--- src/rtl/pmc_pkg.sv ---
package pmc_pkg;
  typedef enum logic [1:0] {
    PM_NORM = 2'd0,
    PM_IDLE = 2'd1,
    PM_DOWN = 2'd2,
    PM_WAKE = 2'd3
  } pm_mode_e;

  localparam int PWR_IDLE_BIT = 0;
  localparam int PWR_DOWN_BIT = 1;
  localparam int CLK_SEL_BIT  = 0;
  localparam int CLK_AEN_BIT  = 1;
  localparam int CLK_BEN_BIT  = 2;
  localparam int CLK_FIELD_W  = 3;

  // legal when the chosen oscillator runs (this also excludes "both off")
  function automatic logic osc_combo_ok(input logic sel_a, input logic en_a,
                                        input logic en_b);
    return (en_a | en_b) & (sel_a ? en_a : en_b);
  endfunction
endpackage

--- src/rtl/pmc_osc_cfg.sv ---
module pmc_osc_cfg
  import pmc_pkg::*;
#(
  parameter int DATA_W = 3
) (
  input  logic              clk,
  input  logic              rst_n,
  input  logic              boot_sel_a,
  input  logic              wr_ok,
  input  logic [DATA_W-1:0] wr_data,
  input  logic              down_enter,
  output logic              sel_a,
  output logic              en_a,
  output logic              en_b,
  output logic              cfg_err
);
  logic new_sel, new_a, new_b, new_ok;

  assign new_sel = wr_data[CLK_SEL_BIT];
  assign new_a   = wr_data[CLK_AEN_BIT];
  assign new_b   = wr_data[CLK_BEN_BIT];
  assign new_ok  = osc_combo_ok(new_sel, new_a, new_b);

  always_ff @(posedge clk) begin
    if (!rst_n) begin
      sel_a   <= boot_sel_a;
      en_a    <= boot_sel_a;
      en_b    <= ~boot_sel_a;
      cfg_err <= 1'b0;
    end else if (wr_ok) begin
      if (new_ok) begin
        sel_a <= new_sel;
        en_a  <= new_a;
        en_b  <= new_b;
      end else begin
        cfg_err <= 1'b1;
      end
    end else if (down_enter) begin
      // only the selected oscillator is brought back on wake-up
      if (sel_a) en_b <= 1'b0;
      else       en_a <= 1'b0;
    end
  end

  p_sel_running_r2: assert property (@(posedge clk) disable iff (!rst_n)
    (sel_a ? en_a : en_b));

  p_bad_write_kept_r3: assert property (@(posedge clk) disable iff (!rst_n)
    (wr_ok && !new_ok) |=> (cfg_err && $stable(sel_a) && $stable(en_a) && $stable(en_b)));

  p_err_sticky_r3: assert property (@(posedge clk) disable iff (!rst_n)
    cfg_err |=> cfg_err);
endmodule

--- src/rtl/pmc_pwr_fsm.sv ---
module pmc_pwr_fsm
  import pmc_pkg::*;
(
  input  logic     clk,
  input  logic     rst_n,
  input  logic     wr_pwr,
  input  logic     req_idle,
  input  logic     req_down,
  input  logic     irq_any,
  input  logic     irq_ext,
  input  logic     irq_kbd,
  input  logic     sel_rdy,
  output pm_mode_e mode,
  output logic     down_enter
);
  pm_mode_e mode_nx;

  assign down_enter = (mode == PM_NORM) && wr_pwr && req_down;

  always_comb begin
    mode_nx = mode;
    unique case (mode)
      PM_NORM: begin
        if (down_enter)              mode_nx = PM_DOWN;
        else if (wr_pwr && req_idle) mode_nx = PM_IDLE;
      end
      PM_IDLE: if (irq_any || irq_ext || irq_kbd) mode_nx = PM_NORM;
      PM_DOWN: if (irq_ext || irq_kbd)            mode_nx = PM_WAKE;
      PM_WAKE: if (sel_rdy)                       mode_nx = PM_NORM;
      default: mode_nx = PM_WAKE;
    endcase
  end

  always_ff @(posedge clk) begin
    if (!rst_n) mode <= PM_WAKE;
    else        mode <= mode_nx;
  end

  p_down_wins_r6: assert property (@(posedge clk) disable iff (!rst_n)
    (mode == PM_NORM && wr_pwr && req_down && req_idle) |=> (mode == PM_DOWN));

  p_down_wake_src_r7: assert property (@(posedge clk) disable iff (!rst_n)
    (mode == PM_DOWN && !irq_ext && !irq_kbd) |=> (mode == PM_DOWN));

  p_wake_waits_r8: assert property (@(posedge clk) disable iff (!rst_n)
    (mode == PM_WAKE && !sel_rdy) |=> (mode == PM_WAKE));
endmodule

--- src/rtl/pmc_clk_gate.sv ---
module pmc_clk_gate
  import pmc_pkg::*;
(
  input  pm_mode_e mode,
  input  logic     en_a,
  input  logic     en_b,
  output logic     osc_a_en,
  output logic     osc_b_en,
  output logic     cpu_clk_en,
  output logic     per_clk_en
);
  logic osc_hold;

  assign osc_hold   = (mode != PM_DOWN);
  assign osc_a_en   = osc_hold & en_a;
  assign osc_b_en   = osc_hold & en_b;
  assign cpu_clk_en = (mode == PM_NORM);
  assign per_clk_en = (mode == PM_NORM) || (mode == PM_IDLE);
endmodule

--- src/rtl/pmc_top.sv ---
module pmc_top
  import pmc_pkg::*;
#(
  parameter int DATA_W = CLK_FIELD_W
) (
  input  logic              clk,
  input  logic              rst_n,
  input  logic              boot_sel_a,
  input  logic              wr_en,
  input  logic              wr_addr,
  input  logic [DATA_W-1:0] wr_data,
  input  logic              irq_any,
  input  logic              irq_ext,
  input  logic              irq_kbd,
  input  logic              osc_a_rdy,
  input  logic              osc_b_rdy,
  output logic              osc_a_en,
  output logic              osc_b_en,
  output logic              cpu_clk_en,
  output logic              per_clk_en,
  output logic              clk_sel_a,
  output logic              idle_flag,
  output logic              pd_flag,
  output logic              cfg_err
);
  pm_mode_e mode;
  logic wr_pwr, wr_clk_ok, down_enter, sel_rdy, en_a, en_b;

  assign wr_pwr    = wr_en && !wr_addr;
  assign wr_clk_ok = wr_en && wr_addr && (mode == PM_NORM);
  assign sel_rdy   = clk_sel_a ? osc_a_rdy : osc_b_rdy;
  assign idle_flag = (mode == PM_IDLE);
  assign pd_flag   = (mode == PM_DOWN);

  pmc_pwr_fsm u_fsm (
    .clk, .rst_n, .wr_pwr,
    .req_idle (wr_data[PWR_IDLE_BIT]),
    .req_down (wr_data[PWR_DOWN_BIT]),
    .irq_any, .irq_ext, .irq_kbd, .sel_rdy,
    .mode, .down_enter
  );

  pmc_osc_cfg #(.DATA_W(DATA_W)) u_cfg (
    .clk, .rst_n, .boot_sel_a,
    .wr_ok (wr_clk_ok), .wr_data, .down_enter,
    .sel_a (clk_sel_a), .en_a, .en_b, .cfg_err
  );

  pmc_clk_gate u_gate (
    .mode, .en_a, .en_b,
    .osc_a_en, .osc_b_en, .cpu_clk_en, .per_clk_en
  );

  p_down_osc_off_r6: assert property (@(posedge clk) disable iff (!rst_n)
    pd_flag |-> (!osc_a_en && !osc_b_en && !per_clk_en));

  p_idle_exit_keeps_r5: assert property (@(posedge clk) disable iff (!rst_n)
    ($past(idle_flag) && !idle_flag) |->
      ($stable(clk_sel_a) && $stable(osc_a_en) && $stable(osc_b_en)));

  p_cpu_after_ready_r8: assert property (@(posedge clk) disable iff (!rst_n)
    ($rose(cpu_clk_en) && !$past(idle_flag)) |->
      $past(clk_sel_a ? osc_a_rdy : osc_b_rdy));

  p_restart_selected_r7: assert property (@(posedge clk) disable iff (!rst_n)
    ($past(pd_flag) && !pd_flag) |->
      (clk_sel_a ? (osc_a_en && !osc_b_en) : (osc_b_en && !osc_a_en)));
endmodule

--- config.mk ---
export PLATFORM = sky130hd
export DESIGN_NAME = pmc_top
export DESIGN_NICKNAME = d
export VERILOG_FILES = /design/src/rtl/pmc_pkg.sv /design/src/rtl/pmc_osc_cfg.sv /design/src/rtl/pmc_pwr_fsm.sv /design/src/rtl/pmc_clk_gate.sv /design/src/rtl/pmc_top.sv
export SDC_FILE = /design/constraint.sdc
export NUM_CORES = 1
export LEC_CHECK = 0
export ABC_AREA = 1
export BUFFER_PORTS_ARGS = -buffer_cell sky130_fd_sc_hd__buf_2
export CAP_MARGIN = 25
export CORE_AREA = 5 5 42 44
export CTS_CLUSTER_SIZE = 8
export DETAILED_ROUTE_END_ITERATION = 7
export DIE_AREA = 0 0 47 49
export SETUP_SLACK_MARGIN = 0.5
export SKIP_LAST_GASP = 1
export SYNTH_ARGS = -nofsm -noshare
export SYNTH_HDL_FRONTEND = slang
export SYNTH_HIERARCHICAL = 1
export SYNTH_SLANG_ARGS = --single-unit
export TNS_END_PERCENT = 100
--- constraint.sdc ---
create_clock -name clk -period 3.9 [get_ports clk]
set_clock_uncertainty 0.05 [all_clocks]
set_input_delay 0.39 -clock clk [delete_from_list [all_inputs] [get_ports clk]]
set_output_delay 0.39 -clock clk [all_outputs]
set_load 0.01 [all_outputs]
==> impl_metrics.ini, run 1 <==
[status]
run_status = finished, final reports clean

[worst_hold_path]
hold_class = in -> reg
min-delay-start = rst_n
worstHoldPathCells = 2

[global_route]
grt_pass1_wl_um = 1820
grt_max_degree = 12
grt_pass1_vias = 464
track_usage = 0.105
overflow = 0
antenna_found_initial = 0

[floorplanning]
start_util = 0.325
coreArea_um2 = 1400
fp.dieArea_um2 = 2300
num_io_pins = 21
die_y_um = 49
rows = 14
fp.dieW_um = 47

[place]
port_buffers = 20
place_ws_ns = 2.33
dpl.hpwl_um = 888
gp_congestion = 0.723

[route]
drt_iter0_drc = 5
viasPerCell = 4.48
ant_nets = 0
drt_wl_total_um = 1050
routedWlPerCell_um = 9.01
drc = 0
dr.pass1.iters = 3
vias = 520

[synth]
yosysUniqueCellTypes = 16
synth.top_cell.area_share = 0.198
synth_common_cells = nand2_1 (19), inv_1 (14), nor2_1 (12), nand3_1 (6), a21oi_1 (5)
synth_seq_area_share = 0.330
synth_enable_flop_cells = 3
synth_fp_nets = 89
synthTopCellsByArea = edfxtp_1 (20%), nand2_1 (16%), dfxtp_1 (13%), inv_1 (12%), nor2_1 (9.9%)
synth.most_common_cell = nand2_1
syn_area_um2 = 455
synth_cells = 76
ys_warn_count = 6
ys_ff_latch = 6
avgSynthCellArea_um2 = 5.99
ys_async_sr_fraction = 0
yosysTopAreaCell = edfxtp_1
synthFlopType = edfxtp_1

[clock_tree]
clk_pin_slew_ns = 0.05
ctsHoldBuffers = 0
cts_buffer_depth = 2
post_cts_buffers = 0
cts-root-buf = clkbuf_4
h-tree-depth = 1
numCtsBuffers = 3
insertion_delay_ns = 0.24
clock_sinks = 6
cts_tree = done
cts_resized = 0

[final_layout]
fin_nets = 114
antennaDiodeCount = 0
drive_gt1_frac = 0.320
synthToLayoutAreaGrowth_pct = 32.1
nFillCells = 174

[setup_path]
critical_path.top_delay_family = flip-flops
cp.required_ns = 3.46
slowest_delay_ns = 0.54
worstSetupStartpointType = register
path_cells = inv_1, a21oi_1, buf_2
cp-startpoint = u_fsm/mode[0]$_SDFFE_PN1P_
slowest_stage = dfxtp_1
worst_ep_arrival_time_ns = 1.16
r2r_start = u_fsm/mode[1]$_SDFFE_PN1P_
path_depth = 3
reg2reg_depth = 7
crit_type = reg -> out
crit_fanout = 11
cp-end-kind = primary output
crit_buf_inv = 2

[sta]
rsz0062_at_grt = false
period_share = 0.411
fin_crit_ns = 1.60
hold_viol = 0
worst_slew_margin_rel = 0.748
fin_ws_ns = 2.30
worst-slew-pin-transition_ns = 0.377
fmax_mhz = 624
slew_viol_final = 0
tns_ns = 0
setup_viol = 0

[power]
power_density_nw_per_um2 = 441
power.leakage_nw = 0.356
irDropWorstVdd_v = 0.000149

[run]
maxCapViolations = 0
[power breakdown]
part / internal, mW / total, mW / switching [mW]
clock: 0.0389 / 0.0634 / 0.0245
sequential: 0.0774 / 0.0998 / 0.0224
combinational: 0.0429 / 0.102 / 0.0595
[metal layers]
metal,part of all wire,global-route usage,vias up
met2,0.54,0.172,7
met5,0,0,-
met4,0.0086,0.0415,0
met1,0.40,0.120,230
li1,-,-,281
met3,0.051,0.0332,2
[cell families after synthesis]
family / count (synthesis) / share of synthesized area
compound gates: 10 / 0.121
flops: 6 / 0.330
simple gates: 43 / 0.409
buf+inv: 17 / 0.140
[per-stage QoR]
stage	util	cells	hold slack, ns	total power, mW	cell area, um2
CTS	0.429	116	0.349	0.270	602
global placement	0.411	112	0.389	0.203	576
detailed placement	0.411	112	0.395	0.205	576
finish	0.429	116	0.353	0.266	602
global route	0.429	116	0.350	0.292	602
floorplan	-	76	0.421	0.166	455
[cell usage in the layout (no fill, tap or decap), drive strengths merged]
master   n
a21oi    5
a31oi    1
buf     20
clkbuf   4
dfxtp    3
edfxtp   3
inv     17
nand2   21
nand3    7
nor2    14
nor3     1
o21ai    4
[registers in the layout (all words and copies together), names as in the netlist]
name           count
u_cfg/en_a         1
u_cfg/sel_a        1
u_cfg/en_b         1
u_fsm/mode         2
u_cfg/cfg_err      1
[path summary, 6_finish.rpt]
check | slack (ns) | to
setup / recovery | 2.30 | osc_a_en
hold / removal | 0.35 | u_fsm/mode[1]$_SDFFE_PN1P_
setup reg to reg | 2.54 | u_cfg/en_b$_DFFE_PP_
hold reg to reg | 0.41 | u_cfg/cfg_err$_SDFFE_PN0P_
[final cells by class]
| type | instances | area, um2 | area share |
|---|---|---|---|
| multi-input combinational | 53 | 241 | 0.401 |
| timing repair buffer | 20 | 100 | 0.166 |
| clock buffer | 4 | 26.3 | 0.0437 |
| inverter | 17 | 63.8 | 0.106 |
| tap | 16 | 20.0 | 0.0333 |
| sequential | 6 | 150 | 0.249 |
No activity file was read; power rests on OpenSTA's default activity.
==> run 2, diff against run 1 <==
==> constraint.sdc (replaced) <==
create_clock -name clk -period 1.65 [get_ports clk]
set_clock_uncertainty 0.05 [all_clocks]
set_input_delay 0.165 -clock clk [delete_from_list [all_inputs] [get_ports clk]]
set_output_delay 0.165 -clock clk [all_outputs]
set_load 0.01 [all_outputs]
==> impl_metrics.ini, run 2 (synthesized netlist as in run 1, its figures left out) <==
[status]
run_status = finished, final reports clean

[final_layout]
antennaDiodeCount = 0
nFillCells = 156
final_cell_mix = buf_2 (20), nand2_1 (18), inv_1 (10)
fin_nets = 120
max_flop_register = u_fsm/mode
largest_reg_flops = 2
synthToLayoutAreaGrowth_pct = 55.5
final_common_cell = buf_2
drive_gt1_frac = 0.491
fin_cells = 122

[setup_path]
cp.required_ns = 1.57
crit_type = reg -> reg
r2r_start = u_fsm/mode[0]$_SDFFE_PN1P_
r2r-end = u_cfg/en_b$_DFFE_PP_
cp-startpoint = u_fsm/mode[0]$_SDFFE_PN1P_
endpoint = u_cfg/en_b$_DFFE_PP_
cp-end-kind = register
r2r_slack_ns = 0.40
worst_ep_arrival_time_ns = 1.17
worstSetupStartpointType = register
crit_fanout = 7
reg2reg_depth = 7

[global_route]
grt_pass1_wl_um = 1770
grt_max_degree = 8
overflow = 0
track_usage = 0.105
antenna_found_initial = 0
grt_pass1_vias = 456

[power]
power_density_nw_per_um2 = 1110
irDropWorstVdd_v = 0.000456
power.total_uw = 785
power.leakage_nw = 0.392

[place]
dpl.hpwl_um = 833
place_inst = 112
place_ws_ns = 0.291
port_buffers = 20
gp_congestion = 0.713

[clock_tree]
numCtsBuffers = 3
clock_sinks = 6
cts_buffer_depth = 2
cts-root-buf = clkbuf_4
h-tree-depth = 1
cts_tree = done
ctsHoldBuffers = 0
clk_pin_slew_ns = 0.05
insertion_delay_ns = 0.26

[route]
dr.pass1.iters = 4
viasPerCell = 4.76
vias = 581
drc = 0
routedWlPerCell_um = 10.6
drt_iter0_drc = 20
drt_wl_total_um = 1290
ant_nets = 0

[sta]
rsz0062_at_grt = true
fmax_mhz = 800
slew_viol_final = 0
worst-slew-pin-transition_ns = 0.227
worst_slew_margin_rel = 0.848
hold_viol = 0
fin_ws_ns = 0.400
period_share = 0.757
tns_ns = 0
setup_viol = 0
fin_crit_ns = 1.25
whs_ns = 0.131

[floorplanning]
coreArea_um2 = 1400
num_io_pins = 21
rows = 14
fp.dieArea_um2 = 2300
fp.dieW_um = 47
start_util = 0.325
die_y_um = 49

[run]
maxCapViolations = 0

[worst_hold_path]
hold_class = in -> reg
==> run 2: cell types whose count changed in the layout (fill, tap and decap cells not counted), sizes merged <==
cell	change
buf	+6
==> run 2: report_power, final <==
| group | switching, mW | internal [mW] | leakage, nW | total [mW] |
|---|---|---|---|---|
| registers | 0.0507 | 0.193 | 0.0552 | 0.244 |
| clock network | 0.0685 | 0.0926 | 0.0150 | 0.161 |
| logic | 0.207 | 0.173 | 0.322 | 0.380 |
==> run 2: worst max-delay path, cell delays in order (launching register included) <==
cell and delay (ns):
dfxtp_4 0.38, inv_4 0.07, nand2_4 0.05, nor2_4 0.12, inv_2 0.05, nand2_4 0.07
a21oi_2 0.04, nor2_1 0.13
==> run 2: layer usage <==
layer / vias to the layer above / part of all wire / GRT usage
li1: 296 / - / -
met1: 265 / 0.39 / 0.111
met2: 18 / 0.55 / 0.174
met3: 2 / 0.052 / 0.0443
met4: 0 / 0.013 / 0.0415
met5: - / 0 / 0
==> run 2: worst min-delay path by stage <==
stage                                            end  cells past startpoint  slack, ns  start
final                     u_fsm/mode[0]$_SDFFE_PN1P_                      2       0.13  rst_n
after global routing      u_fsm/mode[0]$_SDFFE_PN1P_                      2       0.14  rst_n
after CTS                 u_fsm/mode[0]$_SDFFE_PN1P_                      2       0.12  rst_n
after detailed placement  u_fsm/mode[0]$_SDFFE_PN1P_                      2       0.38  rst_n
after global placement    u_fsm/mode[0]$_SDFFE_PN1P_                      2       0.38  rst_n
after floorplan           u_fsm/mode[0]$_SDFFE_PN1P_                      1       0.20  rst_n
==> run 2: timing repair <==
item | CTS | global route
buffers inserted | 6 | 0
gates resized for setup | 8 | 15
pin swaps | 4 | 9
setup endpoints to repair | 9 | 11
==> run 2: cell type report <==
| class | count | area (um2) | share of cell area |
|---|---|---|---|
| well taps | 16 | 20.0 | 0.0283 |
| repair buffers | 26 | 149 | 0.210 |
| inverters | 17 | 68.8 | 0.0972 |
| clock buffers | 4 | 26.3 | 0.0371 |
| multi-input cells | 53 | 287 | 0.405 |
| flip-flops and latches | 6 | 158 | 0.223 |
==> run 2: per-stage QoR <==
step           utilization  area (um2)
2_1_floorplan            -         458
3_3_place_gp         0.413         578
3_5_place_dp         0.413         578
4_1_cts              0.472         662
5_1_grt              0.505         708
6_report             0.505         708
==> run 3, diff against run 2 <==
==> constraint.sdc (replaced) <==
create_clock -name clk -period 1.29 [get_ports clk]
set_clock_uncertainty 0.05 [all_clocks]
set_input_delay 0.129 -clock clk [delete_from_list [all_inputs] [get_ports clk]]
set_output_delay 0.129 -clock clk [all_outputs]
set_load 0.01 [all_outputs]
==> impl_metrics.ini, run 3 (synthesized netlist as in run 1, its figures left out) <==
[setup_path]
path_cells = inv_2, nand2_2, nor2_4, inv_2, nand2_2, a21oi_1, nor2_1
worstSetupStartpointType = register
slowest_stage = dfxtp_4
crit_type = reg -> reg
crit_fanout = 5
worst_ep_arrival_time_ns = 1.12
cp-end-kind = register
cp.required_ns = 1.20
slowest_delay_ns = 0.36

[floorplanning]
die_y_um = 49
rows = 14
num_io_pins = 21
coreArea_um2 = 1400
fp.dieArea_um2 = 2300
fp.dieW_um = 47
start_util = 0.325

[route]
vias = 580
drt_wl_total_um = 1270
dr.pass1.iters = 4
drc = 0
viasPerCell = 4.64
drt_iter0_drc = 9
routedWlPerCell_um = 10.2
wl_met3_um = 42
wl_met1_um = 485
highest_layer = met4
ant_nets = 0
dr_wl_met2_um = 706

[sta]
period_share = 0.935
hold_viol = 0
rsz0062_at_grt = true
worst_slew_margin_rel = 0.862
whs_ns = 0.104
slew_viol_final = 0
fin_crit_ns = 1.21
fmax_mhz = 829
worst-slew-pin-transition_ns = 0.204
setup_viol = 0

[global_route]
grt_max_degree = 8
antenna_found_initial = 0
overflow = 0
grt_pass1_vias = 564
track_usage = 0.127
grt_pass1_wl_um = 2170

[place]
dpl.hpwl_um = 978
gp_congestion = 0.770
port_buffers = 20
place_area_um2 = 608

[final_layout]
final_cell_area_um2 = 769
largest_reg_flops = 2
drive_gt1_frac = 0.560
final_cell_mix = nand2_1 (17), buf_2 (17), inv_1 (9), nor2_1 (9)
synthToLayoutAreaGrowth_pct = 69.0
fin_nets = 123
antennaDiodeCount = 0
max_flop_register = u_fsm/mode

[status]
run_status = finished, final reports clean

[clock_tree]
h-tree-depth = 1
cts_tree = done
numCtsBuffers = 3
clk_pin_slew_ns = 0.05
clock_sinks = 6
insertion_delay_ns = 0.25
cts-root-buf = clkbuf_4
ctsHoldBuffers = 0
cts_buffer_depth = 2

[run]
maxCapViolations = 0

[power]
irDropWorstVdd_v = 0.000887
power.leakage_nw = 0.415
power.total_mw = 1.07
power_density_nw_per_um2 = 1390

[worst_hold_path]
hold_class = in -> reg
-- run 3: cell count changes in the layout (fill, tap and decap cells not counted), sizes merged --
cell	delta
buf	+3
-- run 3: through the flow --
stage	cells	TNS [ns]	util	setup WS, ns
finish	125	0	0.549	0.0838
global route	125	0	0.549	0.0108
CTS	123	0	0.507	0.0934
detailed placement	116	-0.0335	0.434	-0.0263
global placement	116	0	0.434	0.0240
floorplan	76	0	-	0.107
-- run 3: worst paths after layout --
path	end	cells past startpoint	startpoint	slack (ns)
worst max-delay path	u_cfg/en_a$_DFFE_PP_	7	u_fsm/mode[1]$_SDFFE_PN1P_	0.08
worst min-delay path	u_fsm/mode[0]$_SDFFE_PN1P_	2	rst_n	0.10
worst max register to register	u_cfg/en_a$_DFFE_PP_	7	u_fsm/mode[1]$_SDFFE_PN1P_	0.08
worst min register to register	u_cfg/cfg_err$_SDFFE_PN0P_	2	u_cfg/cfg_err$_SDFFE_PN0P_	0.41
-- run 3: routing by layer --
metal,up-vias,track usage
met1,262,0.133
li1,299,-
met3,5,0.0221
met2,14,0.224
met5,-,0
met4,0,0.0691
-- run 3: cell type report --
type                       count  area, um2
fill                         145        632
tap                           16       20.0
multi-input combinational     53        297
inverter                      17       66.3
clock buffer                   4       26.3
sequential                     6        159
timing repair buffer          29        201
-- run 3: critical path: cells and delay by family (launching register included) --
family / cells / cell delay [ns]
DFF: 1 / 0.36
AOI/OAI and AO/OA: 1 / 0.04
buffers and inverters: 2 / 0.12
and+or+nand+nor: 4 / 0.34
-- run 3: power by group --
| group | internal, mW | switching, mW | leakage, nW |
|---|---|---|---|
| combinational | 0.277 | 0.312 | 0.345 |
| sequential | 0.247 | 0.0403 | 0.0557 |
| clock | 0.118 | 0.0748 | 0.0150 |
-- run 3: timing repair --
action                     in CTS  in global routing
cloned                          0                  0
resized for setup              18                 12
pin swaps                       5                 11
buffers inserted                3                  2
setup endpoints to repair      16                 16
